File: src/rtl/gx_pkg.sv
package gx_pkg;

  typedef enum logic [1:0] {
    ST_IDLE  = 2'd0,
    ST_FEED  = 2'd1,
    ST_DRAIN = 2'd2
  } run_state_t;

  function automatic int ceil_div(input int num, input int den);
    return (num + den - 1) / den;
  endfunction

endpackage

File: src/rtl/gx_skew.sv
// Delays lane j of the incoming strip row by j cycles so that each cell
// sees its matrix element, x element and load flag in step with the
// partial sum that reaches it.
module gx_skew #(
  parameter int LANES = 4,
  parameter int DW    = 8
) (
  input  logic               clk,
  input  logic               rst_n,
  input  logic [LANES*DW-1:0] a_in,
  input  logic [LANES*DW-1:0] x_in,
  input  logic               ld_in,
  output logic [LANES*DW-1:0] a_out,
  output logic [LANES*DW-1:0] x_out,
  output logic [LANES-1:0]   ld_out
);

  localparam int SW = 2 * DW + 1;

  for (genvar j = 0; j < LANES; j++) begin : g_lane
    if (j == 0) begin : g_direct
      assign a_out[DW-1:0] = a_in[DW-1:0];
      assign x_out[DW-1:0] = x_in[DW-1:0];
      assign ld_out[0]     = ld_in;
    end else begin : g_delay
      logic [j-1:0][SW-1:0] pipe_q;
      logic [j-1:0][SW-1:0] pipe_d;

      always_comb begin
        pipe_d[0] = {ld_in, x_in[j*DW +: DW], a_in[j*DW +: DW]};
        for (int s = 1; s < j; s++) begin
          pipe_d[s] = pipe_q[s-1];
        end
      end

      always_ff @(posedge clk or negedge rst_n) begin
        if (!rst_n) begin
          pipe_q <= '0;
        end else begin
          pipe_q <= pipe_d;
        end
      end

      assign {ld_out[j], x_out[j*DW +: DW], a_out[j*DW +: DW]} = pipe_q[j-1];
    end
  end

endmodule

File: src/rtl/gx_cell.sv
// One multiply-add cell: registers sum_in + a*x and keeps its x element
// for the strip in progress.
module gx_cell #(
  parameter int DW = 8,
  parameter int AW = 21
) (
  input  logic                 clk,
  input  logic                 rst_n,
  input  logic [DW-1:0]        a_in,
  input  logic [DW-1:0]        x_in,
  input  logic                 x_ld,
  input  logic signed [AW-1:0] sum_in,
  input  logic                 tag_in,
  output logic signed [AW-1:0] sum_q,
  output logic                 tag_q
);

  logic signed [DW-1:0]   x_q;
  logic signed [DW-1:0]   x_use;
  logic signed [2*DW-1:0] prod;
  logic signed [AW-1:0]   sum_d;

  always_comb begin
    x_use = x_ld ? signed'(x_in) : x_q;
    prod  = signed'(a_in) * x_use;
    sum_d = sum_in + AW'(prod);
  end

  always_ff @(posedge clk or negedge rst_n) begin
    if (!rst_n) begin
      x_q   <= '0;
      sum_q <= '0;
      tag_q <= 1'b0;
    end else begin
      if (x_ld) begin
        x_q <= x_use;
      end
      sum_q <= sum_d;
      tag_q <= tag_in;
    end
  end

endmodule

File: src/rtl/gx_recirc.sv
// Fixed delay line returning partial row sums from the tail cell to the
// head cell; DLY = 0 degenerates to a wire.
module gx_recirc #(
  parameter int AW  = 21,
  parameter int DLY = 2
) (
  input  logic                 clk,
  input  logic                 rst_n,
  input  logic signed [AW-1:0] din,
  output logic signed [AW-1:0] dout
);

  if (DLY == 0) begin : g_wire
    assign dout = din;
  end else begin : g_line
    logic [DLY-1:0][AW-1:0] line_q;
    logic [DLY-1:0][AW-1:0] line_d;

    always_comb begin
      line_d[0] = din;
      for (int s = 1; s < DLY; s++) begin
        line_d[s] = line_q[s-1];
      end
    end

    always_ff @(posedge clk or negedge rst_n) begin
      if (!rst_n) begin
        line_q <= '0;
      end else begin
        line_q <= line_d;
      end
    end

    assign dout = signed'(line_q[DLY-1]);
  end

endmodule

File: src/rtl/gx_sequencer.sv
// Run control: walks rows and strips during feed, then waits for the last
// tagged result to leave the chain and raises done.
module gx_sequencer
  import gx_pkg::*;
#(
  parameter int ROWS   = 6,
  parameter int STRIPS = 3
) (
  input  logic clk,
  input  logic rst_n,
  input  logic start,
  input  logic tail_tag,
  input  logic lead_tag,
  output logic feed,
  output logic first_row,
  output logic first_strip,
  output logic last_strip,
  output logic busy,
  output logic done
);

  localparam int RW = $clog2(ROWS + 1);
  localparam int SW = $clog2(STRIPS + 1);
  localparam logic [RW-1:0] ROW_LAST   = RW'(ROWS - 1);
  localparam logic [SW-1:0] STRIP_LAST = SW'(STRIPS - 1);

  run_state_t      state_q, state_d;
  logic [RW-1:0]   row_q, row_d;
  logic [SW-1:0]   strip_q, strip_d;
  logic            done_q, done_d;

  always_comb begin
    state_d = state_q;
    row_d   = row_q;
    strip_d = strip_q;
    done_d  = (state_q == ST_DRAIN) && tail_tag && !lead_tag;
    case (state_q)
      ST_IDLE: begin
        if (start) begin
          state_d = ST_FEED;
          row_d   = '0;
          strip_d = '0;
        end
      end
      ST_FEED: begin
        if (row_q == ROW_LAST) begin
          row_d = '0;
          if (strip_q == STRIP_LAST) begin
            state_d = ST_DRAIN;
          end else begin
            strip_d = strip_q + 1'b1;
          end
        end else begin
          row_d = row_q + 1'b1;
        end
      end
      ST_DRAIN: begin
        if (done_d) begin
          state_d = ST_IDLE;
        end
      end
      default: state_d = ST_IDLE;
    endcase
  end

  always_ff @(posedge clk or negedge rst_n) begin
    if (!rst_n) begin
      state_q <= ST_IDLE;
      row_q   <= '0;
      strip_q <= '0;
      done_q  <= 1'b0;
    end else begin
      state_q <= state_d;
      row_q   <= row_d;
      strip_q <= strip_d;
      done_q  <= done_d;
    end
  end

  assign feed        = (state_q == ST_FEED);
  assign busy        = (state_q != ST_IDLE);
  assign first_row   = feed && (row_q == '0);
  assign first_strip = feed && (strip_q == '0);
  assign last_strip  = feed && (strip_q == STRIP_LAST);
  assign done        = done_q;

endmodule

File: src/rtl/strip_gaxpy_array.sv
module strip_gaxpy_array
  import gx_pkg::*;
#(
  parameter int LANES = 4,
  parameter int DW    = 8,
  parameter int ROWS  = 6,
  parameter int COLS  = 10,
  // derived output width; keep at its default
  parameter int AW    = 2 * DW + $clog2(COLS + 1) + 1
) (
  input  logic                clk,
  input  logic                rst_n,
  input  logic                start,
  input  logic [LANES*DW-1:0] a_row,
  input  logic [LANES*DW-1:0] x_vec,
  input  logic [DW-1:0]       y_in,
  output logic [AW-1:0]       z_out,
  output logic                z_valid,
  output logic                done
);

  localparam int STRIPS = ceil_div(COLS, LANES);
  localparam int TAIL   = COLS - (STRIPS - 1) * LANES;
  localparam int DLY    = ROWS - LANES;

  // asynchronous assert, synchronous release
  logic [1:0] rst_pipe_q;
  logic       rst_core_n;

  always_ff @(posedge clk or negedge rst_n) begin
    if (!rst_n) begin
      rst_pipe_q <= 2'b00;
    end else begin
      rst_pipe_q <= {rst_pipe_q[0], 1'b1};
    end
  end
  assign rst_core_n = rst_pipe_q[1];

  logic feed, first_row, first_strip, last_strip, run_busy;
  logic tail_tag, lead_tag, head_tag;

  logic [LANES*DW-1:0] x_msk, a_sk, x_sk;
  logic [LANES-1:0]    ld_sk;

  logic signed [AW-1:0] cell_sum [LANES];
  logic                 cell_tag [LANES];
  logic signed [AW-1:0] recirc_out, head_sum;
  logic signed [DW-1:0] y_s;

  // zero padding for the lanes beyond the last real column
  for (genvar j = 0; j < LANES; j++) begin : g_pad
    if (j >= TAIL) begin : g_masked
      assign x_msk[j*DW +: DW] = last_strip ? '0 : x_vec[j*DW +: DW];
    end else begin : g_open
      assign x_msk[j*DW +: DW] = x_vec[j*DW +: DW];
    end
  end

  gx_sequencer #(
    .ROWS   (ROWS),
    .STRIPS (STRIPS)
  ) u_seq (
    .clk         (clk),
    .rst_n       (rst_core_n),
    .start       (start),
    .tail_tag    (tail_tag),
    .lead_tag    (lead_tag),
    .feed        (feed),
    .first_row   (first_row),
    .first_strip (first_strip),
    .last_strip  (last_strip),
    .busy        (run_busy),
    .done        (done)
  );

  gx_skew #(
    .LANES (LANES),
    .DW    (DW)
  ) u_skew (
    .clk    (clk),
    .rst_n  (rst_core_n),
    .a_in   (a_row),
    .x_in   (x_msk),
    .ld_in  (first_row),
    .a_out  (a_sk),
    .x_out  (x_sk),
    .ld_out (ld_sk)
  );

  assign y_s      = signed'(y_in);
  assign head_sum = first_strip ? AW'(y_s) : recirc_out;
  assign head_tag = last_strip;

  for (genvar j = 0; j < LANES; j++) begin : g_chain
    if (j == 0) begin : g_head
      gx_cell #(.DW(DW), .AW(AW)) u_cell (
        .clk    (clk),
        .rst_n  (rst_core_n),
        .a_in   (a_sk[DW-1:0]),
        .x_in   (x_sk[DW-1:0]),
        .x_ld   (ld_sk[0]),
        .sum_in (head_sum),
        .tag_in (head_tag),
        .sum_q  (cell_sum[0]),
        .tag_q  (cell_tag[0])
      );
    end else begin : g_body
      gx_cell #(.DW(DW), .AW(AW)) u_cell (
        .clk    (clk),
        .rst_n  (rst_core_n),
        .a_in   (a_sk[j*DW +: DW]),
        .x_in   (x_sk[j*DW +: DW]),
        .x_ld   (ld_sk[j]),
        .sum_in (cell_sum[j-1]),
        .tag_in (cell_tag[j-1]),
        .sum_q  (cell_sum[j]),
        .tag_q  (cell_tag[j])
      );
    end
  end

  if (LANES > 1) begin : g_lead_cell
    assign lead_tag = cell_tag[LANES-2];
  end else begin : g_lead_head
    assign lead_tag = head_tag;
  end

  assign tail_tag = cell_tag[LANES-1];

  gx_recirc #(
    .AW  (AW),
    .DLY (DLY)
  ) u_recirc (
    .clk   (clk),
    .rst_n (rst_core_n),
    .din   (cell_sum[LANES-1]),
    .dout  (recirc_out)
  );

  assign z_out   = cell_sum[LANES-1];
  assign z_valid = tail_tag;

endmodule

File: config.mk
export PLATFORM = sky130hd
export DESIGN_NAME = strip_gaxpy_array
export DESIGN_NICKNAME = d
export VERILOG_FILES = /design/src/rtl/gx_pkg.sv /design/src/rtl/gx_skew.sv /design/src/rtl/gx_cell.sv /design/src/rtl/gx_recirc.sv /design/src/rtl/gx_sequencer.sv /design/src/rtl/strip_gaxpy_array.sv
export SDC_FILE = /design/constraint.sdc
export NUM_CORES = 1
export LEC_CHECK = 0
export BUFFER_PORTS_ARGS = -buffer_cell sky130_fd_sc_hd__buf_2
export CAP_MARGIN = 10
export CORE_UTILIZATION = 45
export DETAILED_ROUTE_END_ITERATION = 10
export PLACE_DENSITY = 0.7
export SLEW_MARGIN = 15
export SYNTH_ARGS = -nofsm -noshare
export SYNTH_HDL_FRONTEND = slang
export SYNTH_SLANG_ARGS = --single-unit
File: constraint.sdc
create_clock -name clk -period 8.28 [get_ports clk]
set_input_delay 1.656 -clock clk [delete_from_list [all_inputs] [get_ports clk]]
set_output_delay 1.656 -clock clk [all_outputs]
set_load 0.01 [all_outputs]
==> impl_metrics.tcl, run 1 <==
set metrics [dict create \
    worstPathBufferInverterCount 3 \
    seq_area_um2 6790 \
    yosys.area.top_type "fa_1" \
    grt_pass1_vias 15500 \
    cts.sinks 271 \
    clock_latency_on_the_worst_skew_pair_ns 0.60 \
    drt_iter0_drc 557 \
    postSynth.topFlopCell "dfrtp_1" \
    p_total_mw 2.79 \
    synth.top_cells.by_count "inv_1, fa_1, dfrtp_1" \
    net_count_synth 2671 \
    synth_seq_cells 271 \
    hpwl_um 36700 \
    post_synth_num_cell_types 53 \
    std_cell_rows 82 \
    grt_overflow 0 \
    maximum_clock_skew_at_final_layout_ns 0.0252 \
    antenna_violations_before_repair 1 \
    setup_fix_buffers_added_after_clock_tree_synthesis 0 \
    area_of_the_multi_input_gates_um2 14100 \
    final_net_count 2772 \
    area_overhead_of_the_layout_relative_to_synthesis_pct 9.54 \
    detail_route.vias_per_cell 4.80 \
    postRouteAntennaNets 0 \
    drc 0 \
    diode_insertion_count_for_antenna_repair 0 \
    hold_slack_ns 0.322 \
    cts_hold_repair.buffers 0 \
    most_common_cell_in_the_synthesized_netlist "inv_1" \
    placedCellCount 2774 \
    timing.fmax_mhz 156 \
    cellLeakagePower_nw 13.7 \
    crit_required_ns 8.75 \
    slew_headroom_pct 33.7 \
    final.period_utilization_pct 77.5 \
    worst_path_largest_cell_delay_ns 0.59 \
    drive_gt1_share_pct 9.22 \
    gr-usage-all-layers_pct 19.2 \
    cts_root_buf "clkbuf_16" \
    initial_core_utilization_pct 45.6 \
    cell_types_occupying_the_most_area_after_synthesis "fa_1, dfrtp_1, ha_1" \
    detail_route.first_pass.iterations 5 \
    fin_setup_tns_ns 0 \
    cap_violations 0 \
    critical_path.max_fanout 12 \
    via_count 13600 \
    ctsLongestPathBuffers 3 \
    final-setup-viol-count 0 \
    run_status "finished, final reports clean" \
    die_width_um 228 \
    worstSetupPathType "reg2reg" \
    postCtsResizedCells 0 \
    worst_setup_path_start_kind "flop" \
    final_critical_path_setup_slack_ns 1.86 \
    cts_tree "yes" \
    slew_viol_final 0 \
    design.core.area_um2 50200 \
    syn_inst 2034 \
    io_buffer_count 97 \
    cells_along_the_critical_path "inv_1 -> and4_1 -> mux2_2 -> and2_1 -> inv_1 -> fa_1 -> fa_1 -> inv_1 -> fa_1 -> fa_1 -> ha_1 -> ha_1 -> or2_2 -> a21o_1 -> a21oi_1 -> o21ai_0 -> a21boi_0 -> xor2_1" \
    synth.yosys.seq_area_share_pct 29.6 \
    wire_length_of_the_first_global_routing_pass_um 77900 \
    power.density_nw_per_um2 111 \
    tightestPinTransition_ns 0.995 \
    syn-cell-area_um2 22900 \
    finalWeightedCongestion 0.907 \
    timing.critical_path.to_type "flop" \
    postSynth.asyncResetShare_pct 100 \
    synth_edf_count 0 \
    io_pins 98 \
    layout_min_cycle_time_ns 6.42 \
    peakVddDrop_uv 140 \
    synthDominantCellAreaShare_pct 32.2 \
    synthesis.area_per_instance_um2 11.3 \
    crit_arrival_ns 6.89 \
    crit_path_frequent_cell "fa_1" \
    cts_made_buffers 31 \
    ctsHtreeMaxLevel 1 \
    synth-warning-count 0 \
    hold_wc_path_type "reg2async" \
    final-instance-count-excl-fill 2831 \
    cpMaxStageDelayCell "and4_1" \
    final_hold_viol_count 0 \
    maximum_number_of_pins_on_one_net_before_global_route_repair 186 \
    totalWireLength_um 45300 \
    fillCellCount 4480 \
    grt_setup_unrepaired "no" \
    wl_per_cell_um 16.0 \
    path_delay_family "adder cells" \
    place_ws_ns 1.40 \
    chipHeight_um 228 \
    register_clock_pin_slew_on_the_reported_worst_setup_and_hold_paths_ns 0.06 \
    die_area_um2 51800 \
]
sequential cells by signal, summed over array words and instances, names as in the netlist:
name                          count
g_chain.g_head.u_cell.sum_q      21
g_chain.g_body.u_cell.sum_q      63
g_chain.g_head.u_cell.tag_q       1
u_skew.a_out                     16
u_seq.state_q                     2
u_seq.row_q                       3
rst_pipe_q                        2
u_recirc.dout                    21
u_skew.x_out                     16
g_chain.g_body.u_cell.tag_q       3
u_skew.g_lane.g_delay.pipe_q     17
u_skew.g_lane.g_delay.pipe_d     48
g_chain.g_head.u_cell.x_q         8
u_seq.done                        1
g_chain.g_body.u_cell.x_q        24
u_seq.strip_q                     2
u_skew.ld_out                     2
u_recirc.g_line.line_d           21
report_power, final:
group | internal [mW] | total (mW) | switching, mW
Combinational | 0.0236 | 0.0626 | 0.0389
Clock | 0.772 | 1.35 | 0.578
Sequential | 1.35 | 1.37 | 0.0239
cells by family (layout without fill, tap and decap cells):
kind of cell / count (synthesis) / in the layout / synth area share (%)
fa+ha+maj: 562 / 562 / 42.8
xor+xnor: 85 / 85 / 3.25
other cells: 1 / 1 / 0.0164
simple gates: 374 / 374 / 8.36
compound gates: 171 / 171 / 4.88
buf+inv: 525 / 650 / 8.96
flops: 271 / 271 / 29.6
mux: 45 / 45 / 2.11
metrics by stage:
stage | cell area [um^2] | util [%]
after global routing | 25100 | 50.0
after global placement | 24100 | 48.0
after CTS | 25100 | 50.0
after floorplan | 22900 | -
after detailed placement | 24100 | 48.0
final | 25100 | 50.0
worst reg2reg max path, delay by kind of cell (launching register included):
kind                       cells  cell delay [ns]
adders and majority gates      6             2.67
and+or+nand+nor                3             1.12
AOI/OAI and AO/OA              4             0.76
buffers and inverters          3             0.67
muxes                          1             0.50
DFF                            1             0.40
xor gates and xnor gates       1             0.16
cell type report:
type	instances	area share [%]
Timing Repair Buffer	103	2.17
Inverter	490	7.34
Clock inverter	14	0.549
Multi-Input combinational cell	1238	56.1
Clock buffer	43	3.47
Sequential cell	271	27.1
Tap cell	672	3.35
per-layer routing:
layer	up-vias	global-route usage (%)	share of wire [%]
met4	0	4.37	2.3
met5	-	0	0
met3	57	2.32	3.3
met2	194	33.2	50
met1	6986	25.8	45
li1	6346	-	-
final timing paths:
check	from	end	slack, ns	depth (start not counted)
setup / recovery	u_seq.state_q[1]	g_chain[0].g_head.u_cell.sum_q[19]	1.86	18
hold / removal	rst_pipe_q[1]	u_skew.g_lane[3].g_delay.pipe_d[17]	0.32	0
setup reg to reg	u_seq.state_q[1]	g_chain[0].g_head.u_cell.sum_q[19]	1.86	18
hold reg to reg	rst_pipe_q[1]	u_skew.g_lane[3].g_delay.pipe_d[17]	0.32	0
max in group asynchronous	rst_pipe_q[1]	u_skew.g_lane[1].g_delay.pipe_q[1]	6.18	2
min in group clk	u_recirc.g_line.line_d[24]	u_recirc.dout[3]	0.33	0
layout by cell type, fill, tap and decap left out, drive strengths merged, types with 4 or more instances in the layout:
master,Yosys,routed
a22o,5,5
and3,8,8
a21o,20,20
nor2,47,47
a211oi,11,11
nand3,5,5
nor3,12,12
xnor2,68,68
a21oi,53,53
nor2b,63,63
a31oi,4,4
o21bai,8,8
nand2,119,119
mux2,26,26
clkinv,0,9
clkbuf,13,43
o211ai,7,7
inv,490,492
xor2,17,17
o21ai,30,30
fa,368,368
mux2i,19,19
or2,17,17
buf,22,103
dfrtp,271,271
ha,194,194
and2,87,87
o21a,11,11
No activity file was read; power rests on OpenSTA's default activity.
==> run 2, diff against run 1 <==
- clock period: 8.28 -> 5.5 ns (I/O delays scaled with it)
==> impl_metrics.tcl, run 2 (synthesis results as in run 1) <==
set metrics [dict create \
    register_clock_pin_slew_on_the_reported_worst_setup_and_hold_paths_ns 0.06 \
    regMostFlops "g_chain.g_body.u_cell.sum_q" \
    final_hold_viol_count 0 \
    cap_violations 0 \
    final_net_count 2981 \
    layout.cell_area.non_filler_um2 27200 \
    cts.sinks 271 \
    most-common-layout-cells "inv_1, fa_1, dfrtp_1" \
    final.period_utilization_pct 100 \
    via_count 14700 \
    finalWeightedCongestion 0.891 \
    place_ws_ns -0.403 \
    maximum_clock_skew_at_final_layout_ns 0.0564 \
    diode_insertion_count_for_antenna_repair 0 \
    design.core.area_um2 50200 \
    final_critical_path_setup_slack_ns -0.0231 \
    io_pins 98 \
    antenna_violations_before_repair 1 \
    p_total_mw 4.12 \
    cts_root_buf "clkbuf_16" \
    wire_length_of_the_first_global_routing_pass_um 83100 \
    finalCoreUtilization_pct 54.2 \
    grt_overflow 0 \
    run_status "complete, but fails checks" \
    slew_headroom_pct 36.7 \
    grt_setup_unrepaired "yes" \
    area_overhead_of_the_layout_relative_to_synthesis_pct 18.8 \
    slew_viol_final 0 \
    die_area_um2 51800 \
    worstSetupPathType "reg2reg" \
    layout_min_cycle_time_ns 5.52 \
    final-setup-viol-count 1 \
    ctsHtreeMaxLevel 1 \
    chipHeight_um 228 \
    initial_core_utilization_pct 45.6 \
    maximum_number_of_pins_on_one_net_before_global_route_repair 171 \
    tightestPinTransition_ns 0.947 \
    cts_hold_repair.buffers 0 \
    cellLeakagePower_nw 14.8 \
    drc 0 \
    startpoint_of_the_most_critical_setup_path "u_seq.row_q[0]" \
    die_width_um 228 \
    hold_wc_path_type "reg2async" \
    clock_latency_on_the_worst_skew_pair_ns 0.61 \
    worst-r2r-setup-slack_ns -0.02 \
    worst_setup_path_start_kind "flop" \
    grt_pass1_vias 16400 \
    crit_arrival_ns 5.96 \
    io_buffer_count 97 \
    postRouteAntennaNets 0 \
    placedInstanceArea_um2 25700 \
    detail_route.first_pass.iterations 5 \
    ctsLongestPathBuffers 3 \
    timing.fmax_mhz 181 \
    cts_made_buffers 30 \
    detail_route.vias_per_cell 4.83 \
    crit_required_ns 5.94 \
    failed_checks "setup timing" \
    gr-usage-all-layers_pct 20.6 \
    std_cell_rows 82 \
    critical_path.max_fanout 9 \
    timing.critical_path.to_type "flop" \
    cts_tree "yes" \
    power.density_nw_per_um2 151 \
    fin_setup_tns_ns -0.0231 \
    drive_gt1_share_pct 20.5 \
    reg2reg_start "u_seq.row_q[0]" \
    hpwl_um 40300 \
    wl_per_cell_um 16.3 \
    peakVddDrop_uv 254 \
    drt_iter0_drc 683 \
    most_common_cell_after_layout_fill_and_taps_aside "inv_1" \
    totalWireLength_um 49500 \
    largest_register_ff_count 63 \
]
run 2: metrics by stage:
stage / instances / hold slack, ns
global route: 3036 / 0.233
finish: 3036 / 0.251
global placement: 2972 / 0.251
floorplan: 2034 / 0.331
CTS: 3026 / 0.225
detailed placement: 2972 / 0.252
run 2: cell type report:
cell class	count	area, um^2
clock buffer	37	777
clock inverter	15	174
fill	4287	23000
inverter	490	1850
multi-input combinational	1238	14500
sequential	271	6790
tap	672	841
timing repair buffer	313	2250
run 2: power by group:
group	switching, mW	internal [mW]	leakage [nW]
sequential	0.0387	2.03	3.54
clock	0.841	1.10	0.464
combinational	0.0625	0.0422	10.8
total	0.942	3.18	14.8
run 2: critical path, cell delays in order (launching register included):
cell      delay [ns]
dfrtp_1         0.38
nor2_1          0.09
and4_1          0.22
buf_6           0.16
buf_4           0.13
mux2i_2         0.23
buf_4           0.23
fa_1            0.41
inv_1           0.09
fa_1            0.44
fa_1            0.57
fa_1            0.44
fa_2            0.58
ha_4            0.22
buf_4           0.14
a221oi_4        0.33
o31ai_4         0.11
or4_1           0.43
o311ai_2        0.09
xnor2_1         0.11
run 2: path summary, 6_finish.rpt:
path                            depth (start not counted)                                  end
worst max-delay path                                   19   g_chain[0].g_head.u_cell.sum_q[15]
max in group asynchronous                               1  u_skew.g_lane[1].g_delay.pipe_q[16]
worst min register to register                          0       g_chain[3].g_body.u_cell.tag_q
worst max register to register                         19   g_chain[0].g_head.u_cell.sum_q[15]
worst min-delay path                                    0       g_chain[3].g_body.u_cell.tag_q
min in group clk                                        0                     u_skew.x_out[29]
run 2: timing repair:
| action | 4_1_cts | 5_1_grt |
|---|---|---|
| pin swaps | 3 | 60 |
| resized for setup | 28 | 82 |
| buffers inserted | 2 | 11 |
| setup endpoints to repair | 12 | 22 |
run 2: per-layer routing:
metal / global-route usage (%) / vias to the layer above / wire (um)
met3: 2.48 / 71 / 1860
met1: 27.6 / 7575 / 21400
met5: 0 / - / 0
met2: 35.7 / 258 / 25100
li1: - / 6757 / -
met4: 5.07 / 0 / 1200
==> run 3, diff against run 2 <==
- PLACE_DENSITY: 0.7 -> 0.69
==> impl_metrics.tcl, run 3 (synthesis results as in run 1) <==
set metrics [dict create \
    ctsHtreeMaxLevel 1 \
    timing.fmax_mhz 177 \
    crit_arrival_ns 6.11 \
    tightestPinTransition_ns 0.913 \
    std_cell_rows 82 \
    area_overhead_of_the_layout_relative_to_synthesis_pct 23.5 \
    peakVddDrop_uv 191 \
    wire_length_of_the_first_global_routing_pass_um 83800 \
    fillCellCount 4132 \
    io_buffer_count 97 \
    layout_min_cycle_time_ns 5.64 \
    maximum_number_of_pins_on_one_net_before_global_route_repair 168 \
    finalWeightedCongestion 0.895 \
    failed_checks "setup timing" \
    design.core.area_um2 50200 \
    final-setup-viol-count 3 \
    final_critical_path_setup_slack_ns -0.140 \
    crit_required_ns 5.97 \
    drt_iter0_drc 782 \
    most-common-layout-cells "inv_1, fa_1, dfrtp_1" \
    cts_tree "yes" \
    final_hold_viol_count 0 \
    cts.sinks 271 \
    gr-usage-all-layers_pct 20.8 \
    chipHeight_um 228 \
    cts_root_buf "clkbuf_16" \
    area_of_the_multi_input_gates_um2 14800 \
    slew_viol_final 0 \
    final.period_utilization_pct 103 \
    totalWireLength_um 50700 \
    detail_route.vias_per_cell 4.80 \
    cap_violations 0 \
    regMostFlops "g_chain.g_body.u_cell.sum_q" \
    maximum_clock_skew_at_final_layout_ns 0.0118 \
    worstRegToRegCells 41 \
    finalCoreUtilization_pct 56.3 \
    cts_made_buffers 30 \
    wl_met1_um 21900 \
    wl_per_cell_um 16.3 \
    die_width_um 228 \
    grt_setup_unrepaired "yes" \
    grt_pass1_vias 16500 \
    initial_core_utilization_pct 45.6 \
    dr_wl_met3_um 1940 \
    largest_register_ff_count 63 \
    run_status "complete, but fails checks" \
    crit_path_frequent_cell "buf_4" \
    critical_path.max_fanout 4 \
    slew_headroom_pct 39.1 \
    ctsLongestPathBuffers 3 \
    hold_wc_path_type "reg2async" \
    worst_path_largest_cell_delay_ns 0.38 \
    grt_overflow 0 \
    seq_area_um2 6790 \
    diode_insertion_count_for_antenna_repair 0 \
    antenna_violations_before_repair 2 \
    drc 0 \
    io_pins 98 \
    top_routing_layer_in_use "met4" \
    final-instance-count-excl-fill 3108 \
    postRouteAntennaNets 0 \
    hpwl_um 39700 \
    drive_gt1_share_pct 24.7 \
    register_clock_pin_slew_on_the_reported_worst_setup_and_hold_paths_ns 0.06 \
    wl_met2_um 25700 \
    timing.critical_path.to_type "flop" \
    final_net_count 3050 \
    placedCellCount 2973 \
    worstSetupPathType "reg2reg" \
    cpMaxStageDelayCell "dfrtp_1" \
    power.density_nw_per_um2 155 \
    via_count 14900 \
    cellLeakagePower_nw 15.3 \
    place_ws_ns -0.522 \
    die_area_um2 51800 \
    clock_latency_on_the_worst_skew_pair_ns 0.58 \
    worst_setup_path_start_kind "flop" \
    detail_route.first_pass.iterations 5 \
    most_common_cell_after_layout_fill_and_taps_aside "inv_1" \
]
-- run 3: area by class of cell --
type,count,share of cell area (%)
Clock buffer,40,3.04
Tap cell,672,2.98
Multi-Input combinational cell,1238,52.5
Inverter,490,6.54
Timing Repair Buffer,382,10.0
Clock inverter,15,0.855
Sequential cell,271,24.0
-- run 3: path summary, 6_finish.rpt --
path / from / to / slack [ns]
min: rst_pipe_q[1] / u_recirc.g_line.line_d[27] / 0.28
min reg2reg: rst_pipe_q[1] / u_recirc.g_line.line_d[27] / 0.28
max: u_seq.row_q[1] / g_chain[0].g_head.u_cell.x_q[5] / -0.14
min in group clk: u_skew.g_lane[3].g_delay.pipe_d[27] / u_skew.g_lane[3].g_delay.pipe_d[44] / 0.34
max reg2reg: u_seq.row_q[1] / g_chain[0].g_head.u_cell.x_q[5] / -0.14
max in group asynchronous: rst_pipe_q[1] / u_skew.ld_out[2] / 3.92
-- run 3: worst max-delay path, delay by kind of cell, from the launching register on --
family,cells,cell delay [ns]
muxes,1,0.25
DFF,1,0.38
and+or+nand+nor,2,0.29
buffers and inverters,38,4.60
-- run 3: repair_timing --
item,CTS,global route
pin swaps,17,85
setup endpoints to repair,14,24
buffers inserted,43,40
gates resized for setup,36,167
hold buffers,0,0
-- run 3: metal layers --
metal	global-route usage (%)	vias to the layer above
met3	2.52	65
met2	35.4	292
met1	27.9	7662
met4	6.04	0
li1	-	6911
met5	0	-
-- run 3: report_power, final --
part	internal [mW]	leakage, nW	switching (mW)	total, mW
clock network	1.38	0.537	0.828	2.20
registers	2.03	3.54	0.0402	2.07
logic	0.0439	11.3	0.0622	0.106
total	3.45	15.3	0.931	4.38
-- run 3: through the flow --
stage	setup TNS [ns]	instance area [um^2]	total power, mW	hold WS (ns)
after floorplan	-0.905	22900	2.14	0.331
after detailed placement	-3.04	25700	2.21	0.296
final	-0.291	28300	4.38	0.283
after global placement	-1.88	25700	2.21	0.280
after CTS	-0.00752	27200	4.44	0.268
after global routing	-1.38	28300	4.54	0.277
